**src/rtl/regbank_rd_decode.sv**
```systemverilog
module regbank_rd_decode #(
  parameter int OFF_W     = 17,
  parameter int ALIAS_BIT = 16,
  parameter int NUM_ID    = 6,
  parameter int RW        = 32
) (
  input  logic                 clk,
  input  logic                 rst_n,
  input  logic                 req_valid,
  input  logic                 req_write,
  input  logic [3:0]           req_size,
  input  logic [OFF_W-1:0]     req_offset,
  input  logic [NUM_ID*RW-1:0] id_vals,
  input  logic [RW-1:0]        ctrl0_val,
  input  logic [RW-1:0]        ctrl0_ack_val,
  input  logic [RW-1:0]        ctrl1_val,
  input  logic [RW-1:0]        ctrl2_val,
  input  logic [RW-1:0]        status_val,
  input  logic [RW-1:0]        irq_ctrl_val,
  input  logic [RW-1:0]        err_val,
  input  logic [RW-1:0]        err_ack_val,
  input  logic [2*RW-1:0]      err_cfg0_val,
  input  logic [RW-1:0]        err_cfg1_val,
  input  logic [RW-1:0]        err_cfg2_val,
  input  logic [2*RW-1:0]      stab_base_val,
  input  logic [RW-1:0]        stab_cfg_val,
  input  logic [2*RW-1:0]      cmdq_base_val,
  input  logic [RW-1:0]        cmdq_prod_val,
  input  logic [RW-1:0]        cmdq_cons_val,
  input  logic [2*RW-1:0]      evq_base_val,
  input  logic [RW-1:0]        evq_prod_val,
  input  logic [RW-1:0]        evq_cons_val,
  output logic                 rsp_valid,
  output logic [2*RW-1:0]      rsp_data,
  output logic                 rsp_error
);
  localparam int DW = 2 * RW;
  localparam logic [OFF_W-1:0] O_CTRL0     = OFF_W'(12'h020);
  localparam logic [OFF_W-1:0] O_CTRL0_ACK = OFF_W'(12'h024);
  localparam logic [OFF_W-1:0] O_CTRL1     = OFF_W'(12'h028);
  localparam logic [OFF_W-1:0] O_CTRL2     = OFF_W'(12'h02C);
  localparam logic [OFF_W-1:0] O_STATUS    = OFF_W'(12'h040);
  localparam logic [OFF_W-1:0] O_IRQ       = OFF_W'(12'h050);
  localparam logic [OFF_W-1:0] O_IRQ_ACK   = OFF_W'(12'h054);
  localparam logic [OFF_W-1:0] O_ERR       = OFF_W'(12'h060);
  localparam logic [OFF_W-1:0] O_ERR_ACK   = OFF_W'(12'h064);
  localparam logic [OFF_W-1:0] O_ECFG0     = OFF_W'(12'h068);
  localparam logic [OFF_W-1:0] O_ECFG1     = OFF_W'(12'h070);
  localparam logic [OFF_W-1:0] O_ECFG2     = OFF_W'(12'h074);
  localparam logic [OFF_W-1:0] O_STAB      = OFF_W'(12'h080);
  localparam logic [OFF_W-1:0] O_STAB_CFG  = OFF_W'(12'h088);
  localparam logic [OFF_W-1:0] O_CMDQ      = OFF_W'(12'h090);
  localparam logic [OFF_W-1:0] O_CMDQ_PROD = OFF_W'(12'h098);
  localparam logic [OFF_W-1:0] O_CMDQ_CONS = OFF_W'(12'h09C);
  localparam logic [OFF_W-1:0] O_EVQ       = OFF_W'(12'h0A0);
  localparam logic [OFF_W-1:0] O_EVQ_PROD  = OFF_W'(12'h0A8);
  localparam logic [OFF_W-1:0] O_EVQ_CONS  = OFF_W'(12'h0AC);

  logic [OFF_W-1:0] off;
  logic [RW-1:0]    rd32;
  logic [DW-1:0]    rd64;
  logic             size4, size8, nxt_err;
  logic [DW-1:0]    nxt_data;

  always_comb begin
    off = req_offset;
    off[ALIAS_BIT] = 1'b0;
  end

  assign size4 = (req_size == 4'd4);
  assign size8 = (req_size == 4'd8);

  always_comb begin
    rd32 = '0;
    case (off)
      O_CTRL0:             rd32 = ctrl0_val;
      O_CTRL0_ACK:         rd32 = ctrl0_ack_val;
      O_CTRL1:             rd32 = ctrl1_val;
      O_CTRL2:             rd32 = ctrl2_val;
      O_STATUS:            rd32 = status_val;
      O_IRQ, O_IRQ_ACK:    rd32 = irq_ctrl_val;
      O_ERR:               rd32 = err_val;
      O_ERR_ACK:           rd32 = err_ack_val;
      O_ECFG0:             rd32 = err_cfg0_val[RW-1:0];
      O_ECFG0 + 4:         rd32 = err_cfg0_val[DW-1:RW];
      O_ECFG1:             rd32 = err_cfg1_val;
      O_ECFG2:             rd32 = err_cfg2_val;
      O_STAB:              rd32 = stab_base_val[RW-1:0];
      O_STAB + 4:          rd32 = stab_base_val[DW-1:RW];
      O_STAB_CFG:          rd32 = stab_cfg_val;
      O_CMDQ:              rd32 = cmdq_base_val[RW-1:0];
      O_CMDQ + 4:          rd32 = cmdq_base_val[DW-1:RW];
      O_CMDQ_PROD:         rd32 = cmdq_prod_val;
      O_CMDQ_CONS:         rd32 = cmdq_cons_val;
      O_EVQ:               rd32 = evq_base_val[RW-1:0];
      O_EVQ + 4:           rd32 = evq_base_val[DW-1:RW];
      O_EVQ_PROD:          rd32 = evq_prod_val;
      O_EVQ_CONS:          rd32 = evq_cons_val;
      default:             rd32 = '0;
    endcase
    for (int i = 0; i < NUM_ID; i++)
      if (off == OFF_W'(4 * i)) rd32 = id_vals[i*RW +: RW];
  end

  always_comb begin
    case (off)
      O_ECFG0: rd64 = err_cfg0_val;
      O_STAB:  rd64 = stab_base_val;
      O_CMDQ:  rd64 = cmdq_base_val;
      O_EVQ:   rd64 = evq_base_val;
      default: rd64 = '0;
    endcase
  end

  assign nxt_err  = req_write | ~(size4 | size8);
  assign nxt_data = nxt_err ? '0 : (size8 ? rd64 : {{RW{1'b0}}, rd32});

  always_ff @(posedge clk) begin
    if (!rst_n) begin
      rsp_valid <= 1'b0;
      rsp_data  <= '0;
      rsp_error <= 1'b0;
    end else begin
      rsp_valid <= req_valid;
      rsp_data  <= req_valid ? nxt_data : '0;
      rsp_error <= req_valid & nxt_err;
    end
  end

  AST_RSP_AFTER_REQ: assert property (@(posedge clk) disable iff (!rst_n) req_valid |=> rsp_valid);
  AST_NO_SPURIOUS_RSP: assert property (@(posedge clk) disable iff (!rst_n) !req_valid |=> !rsp_valid);
  AST_BAD_SIZE_ERR: assert property (@(posedge clk) disable iff (!rst_n)
    (req_valid && req_size != 4'd4 && req_size != 4'd8) |=> (rsp_error && rsp_data == '0));
  AST_WRITE_ERR: assert property (@(posedge clk) disable iff (!rst_n)
    (req_valid && req_write) |=> (rsp_error && rsp_data == '0));
  AST_NARROW_UPPER_ZERO: assert property (@(posedge clk) disable iff (!rst_n)
    (req_valid && !req_write && req_size == 4'd4) |=> (rsp_data[DW-1:RW] == '0 && !rsp_error));
  AST_WIDE_READ_OK: assert property (@(posedge clk) disable iff (!rst_n)
    (req_valid && !req_write && req_size == 4'd8) |=> !rsp_error);
endmodule

```
**config.mk**
```make
export PLATFORM = sky130hd
export DESIGN_NAME = regbank_rd_decode
export DESIGN_NICKNAME = d
export VERILOG_FILES = /design/src/rtl/regbank_rd_decode.sv
export SDC_FILE = /design/constraint.sdc
export NUM_CORES = 1
export LEC_CHECK = 0
export ABC_AREA = 1
export ABC_CLOCK_PERIOD_IN_PS = 2700
export BUFFER_PORTS_ARGS = -buffer_cell sky130_fd_sc_hd__buf_2
export CORE_AREA = 2 2 393 395
export CTS_BUF_LIST = sky130_fd_sc_hd__clkbuf_8
export CTS_CLUSTER_DIAMETER = 120
export DETAILED_ROUTE_END_ITERATION = 8
export DIE_AREA = 0 0 395 397
export HOLD_SLACK_MARGIN = 0.03
export MAX_ROUTING_LAYER = met4
export PLACE_DENSITY = 0.34
export SYNTH_ARGS = -nofsm -noshare
export SYNTH_HDL_FRONTEND = slang
export SYNTH_SLANG_ARGS = --single-unit
```
**constraint.sdc**
```tcl
create_clock -name clk -period 2.7 [get_ports clk]
set_input_delay 0.54 -clock clk [delete_from_list [all_inputs] [get_ports clk]]
set_output_delay 0.54 -clock clk [all_outputs]
set_load 0.05 [all_outputs]
```
==> out/results.tsv, run 1 <==
stage	metric	value	unit
critical_path	Top Family by Delay on Critical Path	simple AND/OR/NAND/NOR gates	
synth	YS warnings	0	
drt	DRT iter0 DRCs	1832	
global_routing	wire length of the first global-routing pass	234.7	mm
finish	Layout Cells excl Fill	5685	
sta	fin crit period	2.645	ns
global_routing	Total Routing Usage GR	23.90	%
drt	Total Routed Length	188.8	mm
place	GP Congestion	0.9965	
synth	register area share after synthesis	12.00	%
critical_path	CP Depth	21	
cts	CTS tree	yes	
global_routing	number of global-route vias before repair	22090	
sta	Fin Hold WS	0.2937	ns
cts	# clock sinks	66	
place	IO Port Bufs	1017	
power	Pleak	11.99	nW
synth	register bit total from synthesis	66	
sta	worst relative slew slack	65.21	%
die	DIE AREA	0.1568	mm^2
power	power per cell area	133.7	mW/mm^2
critical_path	CP Buf/Inv Count	7	
hold_path	Hold Startpoint	rst_n	
drt	DRC	0	
critical_path	Critical-path top delay cell	nand2_1	
drt	DR pass1 iterations	7	
cts	CTS H-tree depth	3	
critical_path	Worst EP arrival	3.07	ns
critical_path	kind of critical path	primary input to flip-flop	
hold_path	worst hold path stage count	3	
finish	Syn-to-layout area delta	110.7	%
cts	CTS Buf Count	9	
synth	Syn Area/Cell	4.815	um^2
cts	cts hold-fix bufs	0	
drt	vias per cell	3.863	
sta	Fmax	0.3781	GHz
sta	final setup violation count	0	
die	io pins	1019	
critical_path	crit-path max cell delay	0.26	ns
global_routing	largest net degree at the start of global routing	36	
synth	async set-reset flop share out of synthesis	0	%
power	Peak VDD IR	0.0002743	V
sta	unrepaired setup endpoints after global routing	yes	
drt	Final ANT Viol Nets	0	
global_routing	antenna violations before repair	168	
synth	Post-synth EDFFs	0	
sta	Tcrit/Tclk final	97.97	%
synth	Synth Flop Type	dfxtp_1	
die	Placeable Area	0.1530	mm^2
synth	Netlist cell types	32	
finish	Final nets	4512	
drt	WL/cell	33.21	um
cts	clock-pin slew on the worst setup and hold paths	0.09	ns
die	Initial Util	7.196	%
critical_path	crit-path cells	buf_2, nor2_2, nand2_4, nor2_4, buf_6, buf_8, nand2_1, inv_2, buf_12, buf_4, nand2_1, nand2_1, buf_12, nor2_1, nand2_1, nor2_1, nand3b_1, nand2_1, nand4_1, nand2_1, nand2_1	
place	placed instance count	5571	
synth	syn nets	3239	
synth	synthesized area	0.01101	mm^2
hold_path	hold endpoint	rsp_valid	
global_routing	GR Overflow Total	0	
drt	DR vias	21960	
outcome	status	complete, no violations	
critical_path	crit end category	flip-flop	
critical_path	most used cell, CP	nand2_1	
sta	Final Hold Fails	0	
cts	root buf cell	clkbuf_8	
sta	Slew Limit Fails	0	
critical_path	worst endpoint required time	3.12	ns
place	HPWL Detailed	169.2	mm
finish	commonest non-fill, non-tap cells in the layout	nand2_1, buf_2, buf_4	
die	die height	397	um
cts	CTS max path bufs	2	
finish	most common cell after layout, fill and taps aside	nand2_1	
hold_path	Hold WC Path Type	primary input to flip-flop	
finish	layout cell share with drive strength beyond 1	44.89	%
die	FP Rows	144	
critical_path	startpoint types	primary input	
flow_run	Max-Cap Viols	0	
die	Die Width	395	um
critical_path	crit-path max FO	13	
synth	Post-Synthesis Cells	2286	
sta	Tightest Pin Transition	0.5219	ns
finish	fillers	18200	
==> repair_timing <==
action / CTS / global route
gates cloned: 1 / 0
gates resized for setup: 114 / 70
pin swaps: 21 / 23
setup endpoints to repair: 50 / 27
setup buffers: 14 / 8
==> logic make-up after synthesis <==
kind of cell    count (synthesis)  synth area share, %
simple gates                 1813                69.67
buf+inv                       272                11.03
compound gates                135                7.297
flops                          66                12.00
==> synthesized netlist by cell type (2+ instances only) <==
cell type | count | share of area, %
nand2_1 | 1076 | 37
nor2_1 | 272 | 9.3
nand3_1 | 259 | 12
inv_1 | 112 | 3.8
nand4_1 | 99 | 5.6
buf_2 | 85 | 3.9
dfxtp_1 | 66 | 12
o21ai_0 | 63 | 2.9
nor3_1 | 38 | 1.7
clkbuf_1 | 36 | 1.2
a21oi_1 | 35 | 1.6
a41oi_1 | 32 | 2.5
or2_2 | 28 | 1.6
inv_2 | 17 | 0.58
nand3b_1 | 17 | 1.2
buf_4 | 15 | 1.0
nor2_2 | 6 | 0.34
buf_6 | 4 | 0.41
nor2_4 | 4 | 0.41
and2_1 | 3 | 0.17
and3_1 | 3 | 0.17
buf_1 | 3 | 0.10
nand2_2 | 3 | 0.17
o21ai_1 | 2 | 0.091
==> sequential cells by signal (all words and copies together) (netlist names) <==
name and count:
rsp_data 64, rsp_error 1, rsp_valid 1
==> worst max path at each step <==
stage                   start           end  slack [ns]
6_report       req_offset[11]  rsp_data[13]        0.05
5_1_grt         req_offset[7]  rsp_data[16]       -0.06
4_1_cts         req_offset[7]  rsp_data[23]       -0.04
3_5_place_dp    req_offset[4]  rsp_data[23]       -1.30
3_3_place_gp    req_offset[4]  rsp_data[23]       -1.28
2_1_floorplan  req_offset[15]  rsp_data[12]        0.66
==> tightest hold or removal path: cells and delay by family <==
kind | cells | cell delay (ns)
buf+inv | 2 | 0.12
simple gates | 1 | 0.07
==> layout make-up <==
cell class                      count  area [um^2]  share of cell area, %
Inverter                          129        493.0                  2.126
Antenna cell                       77        192.7                 0.8310
Multi-Input combinational cell   1949         9004                  38.83
Tap cell                         2044         2557                  11.03
Sequential cell                    66         1321                  5.698
Clock inverter                      4        17.52                0.07554
Timing Repair Buffer             1404         9438                  40.70
Clock buffer                       12        165.2                 0.7122
==> power breakdown <==
group | internal [W] | total [W] | switching, W
Sequential | 0.000974 | 0.000975 | 0.000000371
Clock | 0.000400 | 0.00102 | 0.000620
Combinational | 0.000545 | 0.00111 | 0.000561
==> metrics by stage <==
stage	setup TNS, ns	utilization (%)	setup WS (ns)	cell area (um^2)	power [W]
2_1_floorplan	0	-	0.6618	11010	0.001063
3_3_place_gp	-48.19	14.39	-1.278	22000	0.002077
3_5_place_dp	-47.12	14.39	-1.302	22000	0.002067
4_1_cts	-0.06646	14.84	-0.04180	22700	0.003171
5_1_grt	-0.1401	15.14	-0.05572	23170	0.003220
6_report	0	15.16	0.05489	23190	0.003100
==> layer usage <==
layer / share of wire, % / vias up / global-route usage [%] / wire [um]
met4: 2.7 / 0 / 5.514 / 5185
li1: - / 10020 / - / -
met3: 6.6 / 254 / 5.046 / 12510
met1: 42 / 10550 / 28.33 / 78480
met2: 49 / 1142 / 41.15 / 92610
met5: 0 / - / - / 0
Power figures use the tool's default switching activity.
==> run 2: changes to the inputs <==
--- a/config.mk
+++ b/config.mk
@@ -8,11 +8,11 @@
 export ABC_AREA = 1
 export ABC_CLOCK_PERIOD_IN_PS = 2700
 export BUFFER_PORTS_ARGS = -buffer_cell sky130_fd_sc_hd__buf_2
-export CORE_AREA = 2 2 393 395
+export CORE_AREA = 2 2 399 401
 export CTS_BUF_LIST = sky130_fd_sc_hd__clkbuf_8
 export CTS_CLUSTER_DIAMETER = 120
 export DETAILED_ROUTE_END_ITERATION = 8
-export DIE_AREA = 0 0 395 397
+export DIE_AREA = 0 0 401 403
 export HOLD_SLACK_MARGIN = 0.03
 export MAX_ROUTING_LAYER = met4
 export PLACE_DENSITY = 0.34
==> run 2 against run 1 <==
Combinational power about the same. Setup slack worse by 0.046 ns. First-iteration DRC count up 16%. Worst hold slack improved by 0.015 ns. Die area is 3.1% higher. Routed wire length increased by 2.3%. Fmax fell by 1.7%.
==> out/results.tsv, run 2 (same netlist as run 1, synthesis figures left out) <==
stage	metric	value	unit	change
sta	Final Hold Fails	0		unchanged
drt	Total Routed Length	193.1	mm	was 188.8 mm
place	GP Congestion	0.9542		was 0.9965
place	dpl ws	-1.294	ns	was -1.302 ns
critical_path	startpoint types	primary input		unchanged
place	IO Port Bufs	1017		unchanged
hold_path	hold endpoint	rsp_data[48]		was rsp_valid
die	FP Rows	146		was 144
flow_run	Max-Cap Viols	0		unchanged
cts	cts hold-fix bufs	0		unchanged
drt	DRC	0		unchanged
sta	fin worst setup slack	0.008635	ns	was 0.05489 ns
hold_path	Hold WC Path Type	primary input to flip-flop		unchanged
hold_path	Hold Startpoint	cmdq_base_val[48]		was rst_n
cts	clock-pin slew on the worst setup and hold paths	0.13	ns	was 0.09 ns
drt	DR pass1 iterations	5		was 7
cts	# clock sinks	66		unchanged
hold_path	worst hold path stage count	3		unchanged
cts	CTS tree	yes		unchanged
place	DP Area	0.02263	mm^2	was 0.02200 mm^2
outcome	status	complete, no violations		unchanged
die	Placeable Area	0.1575	mm^2	was 0.1530 mm^2
finish	most common cell after layout, fill and taps aside	buf_2		was nand2_1
global_routing	largest net degree at the start of global routing	43		was 36
critical_path	crit end category	flip-flop		unchanged
finish	Syn-to-layout area delta	120.9	%	was 110.7%
drt	vias per cell	3.863		about the same
power	total power	0.003111	W	was 0.003100 W
critical_path	crit-path max FO	12		was 13
sta	worst relative slew slack	56.05	%	was 65.21%
die	Initial Util	6.991	%	was 7.196%
global_routing	antenna violations before repair	126		was 168
place	HPWL Detailed	168.7	mm	was 169.2 mm
sta	fin crit period	2.691	ns	was 2.645 ns
drt	WL/cell	33.25	um	was 33.21 um
sta	Tightest Pin Transition	0.6523	ns	was 0.5219 ns
drt	Final ANT Viol Nets	0		unchanged
sta	Slew Limit Fails	0		unchanged
finish	Final nets	4617		was 4512
critical_path	kind of critical path	primary input to flip-flop		unchanged
finish	Register Area	0.001321	mm^2	unchanged
finish	final instance area	0.02432	mm^2	was 0.02319 mm^2
die	Die Width	401	um	was 395 um
finish	fillers	18680		was 18200
finish	Largest Register	rsp_data		unchanged
die	io pins	1019		unchanged
sta	Tcrit/Tclk final	99.68	%	was 97.97%
sta	Fmax	0.3716	GHz	was 0.3781 GHz
power	Peak VDD IR	0.0001612	V	was 0.0002743 V
critical_path	worst endpoint required time	3.07	ns	was 3.12 ns
cts	root buf cell	clkbuf_8		unchanged
finish	max reg flops	64		unchanged
sta	final setup violation count	0		unchanged
finish	layout cell share with drive strength beyond 1	47.27	%	was 44.89%
global_routing	wire length of the first global-routing pass	235.1	mm	was 234.7 mm
sta	Fin Hold WS	0.3085	ns	was 0.2937 ns
drt	DRT iter0 DRCs	2121		was 1832
global_routing	Total Routing Usage GR	23.24	%	was 23.90%
global_routing	GR Overflow Total	0		unchanged
global_routing	number of global-route vias before repair	22280		was 22090
die	die height	403	um	was 397 um
cts	CTS Buf Count	9		unchanged
drt	DR vias	22440		was 21960
finish	commonest non-fill, non-tap cells in the layout	buf_2, nand2_1, buf_4		was nand2_1, buf_2, buf_4
power	Pleak	12.59	nW	was 11.99 nW
die	DIE AREA	0.1616	mm^2	was 0.1568 mm^2
sta	unrepaired setup endpoints after global routing	yes		unchanged
finish	Top Registers	rsp_data x64, rsp_error x1, rsp_valid x1		unchanged
critical_path	Worst EP arrival	3.06	ns	was 3.07 ns
power	power per cell area	127.9	mW/mm^2	was 133.7 mW/mm^2
finish	area of the multi-input gates	0.009102	mm^2	was 0.009004 mm^2
cts	CTS max path bufs	2		unchanged
cts	CTS H-tree depth	3		unchanged
## run 2: metrics by stage
stage	TNS (ns)	util [%]	cells
3_3_place_gp	-41.22	14.37	5677
2_1_floorplan	0	-	2286
5_1_grt	-0.01247	15.42	5793
4_1_cts	-0.04485	14.83	5712
6_report	0	15.44	5808
3_5_place_dp	-40.91	14.37	5677
## run 2: timing repair
action,4_1_cts,5_1_grt
endpoints found under the setup margin,32,31
gates cloned,1,7
setup buffers,20,21
hold endpoints to repair,0,0
pin swaps,24,43
resized for setup,108,119
## run 2: cell type report
cell class | instances | share of cell area (%)
diodes | 68 | 0.6997
clock buffers | 11 | 0.6225
clock inverters | 4 | 0.08232
inverters | 129 | 2.125
multi-input cells | 1948 | 37.43
flip-flops and latches | 66 | 5.433
well taps | 2072 | 10.66
repair buffers | 1510 | 42.95
## run 2: where the power goes
part,internal [W],switching (W)
Sequential,0.000975,0.000000317
Combinational,0.000544,0.000565
Clock,0.000371,0.000657
## run 2: how the worst max path moves through the flow
stage | start | end | slack [ns] | cells past startpoint
after global placement | req_offset[9] | rsp_data[22] | -1.38 | 19
after global routing | req_offset[9] | rsp_data[11] | -0.008 | 24
final | req_offset[7] | rsp_data[17] | 0.009 | 17
after CTS | req_offset[9] | rsp_data[22] | -0.03 | 20
after detailed placement | req_offset[1] | rsp_data[23] | -1.29 | 21
after floorplan | req_offset[15] | rsp_data[12] | 0.66 | 12
## run 2: worst max-delay path, cell delays in order
cell,delay [ns]
buf_4,0.11
inv_2,0.04
buf_4,0.12
nand4_1,0.07
buf_6,0.14
nor2_2,0.06
and2_4,0.16
buf_12,0.15
buf_8,0.18
nand2_1,0.06
nand4_1,0.41
nor2_4,0.42
nand3b_1,0.15
nand2_2,0.13
nand4_1,0.10
nand2_1,0.08
nand2_1,0.05
## run 2: metal layers
| layer | part of all wire (%) | global-route usage (%) |
|---|---|---|
| met1 | 42 | 28.52 |
| met2 | 49 | 39.41 |
| met3 | 6.8 | 3.953 |
| met4 | 2.7 | 5.667 |
| met5 | 0 | - |
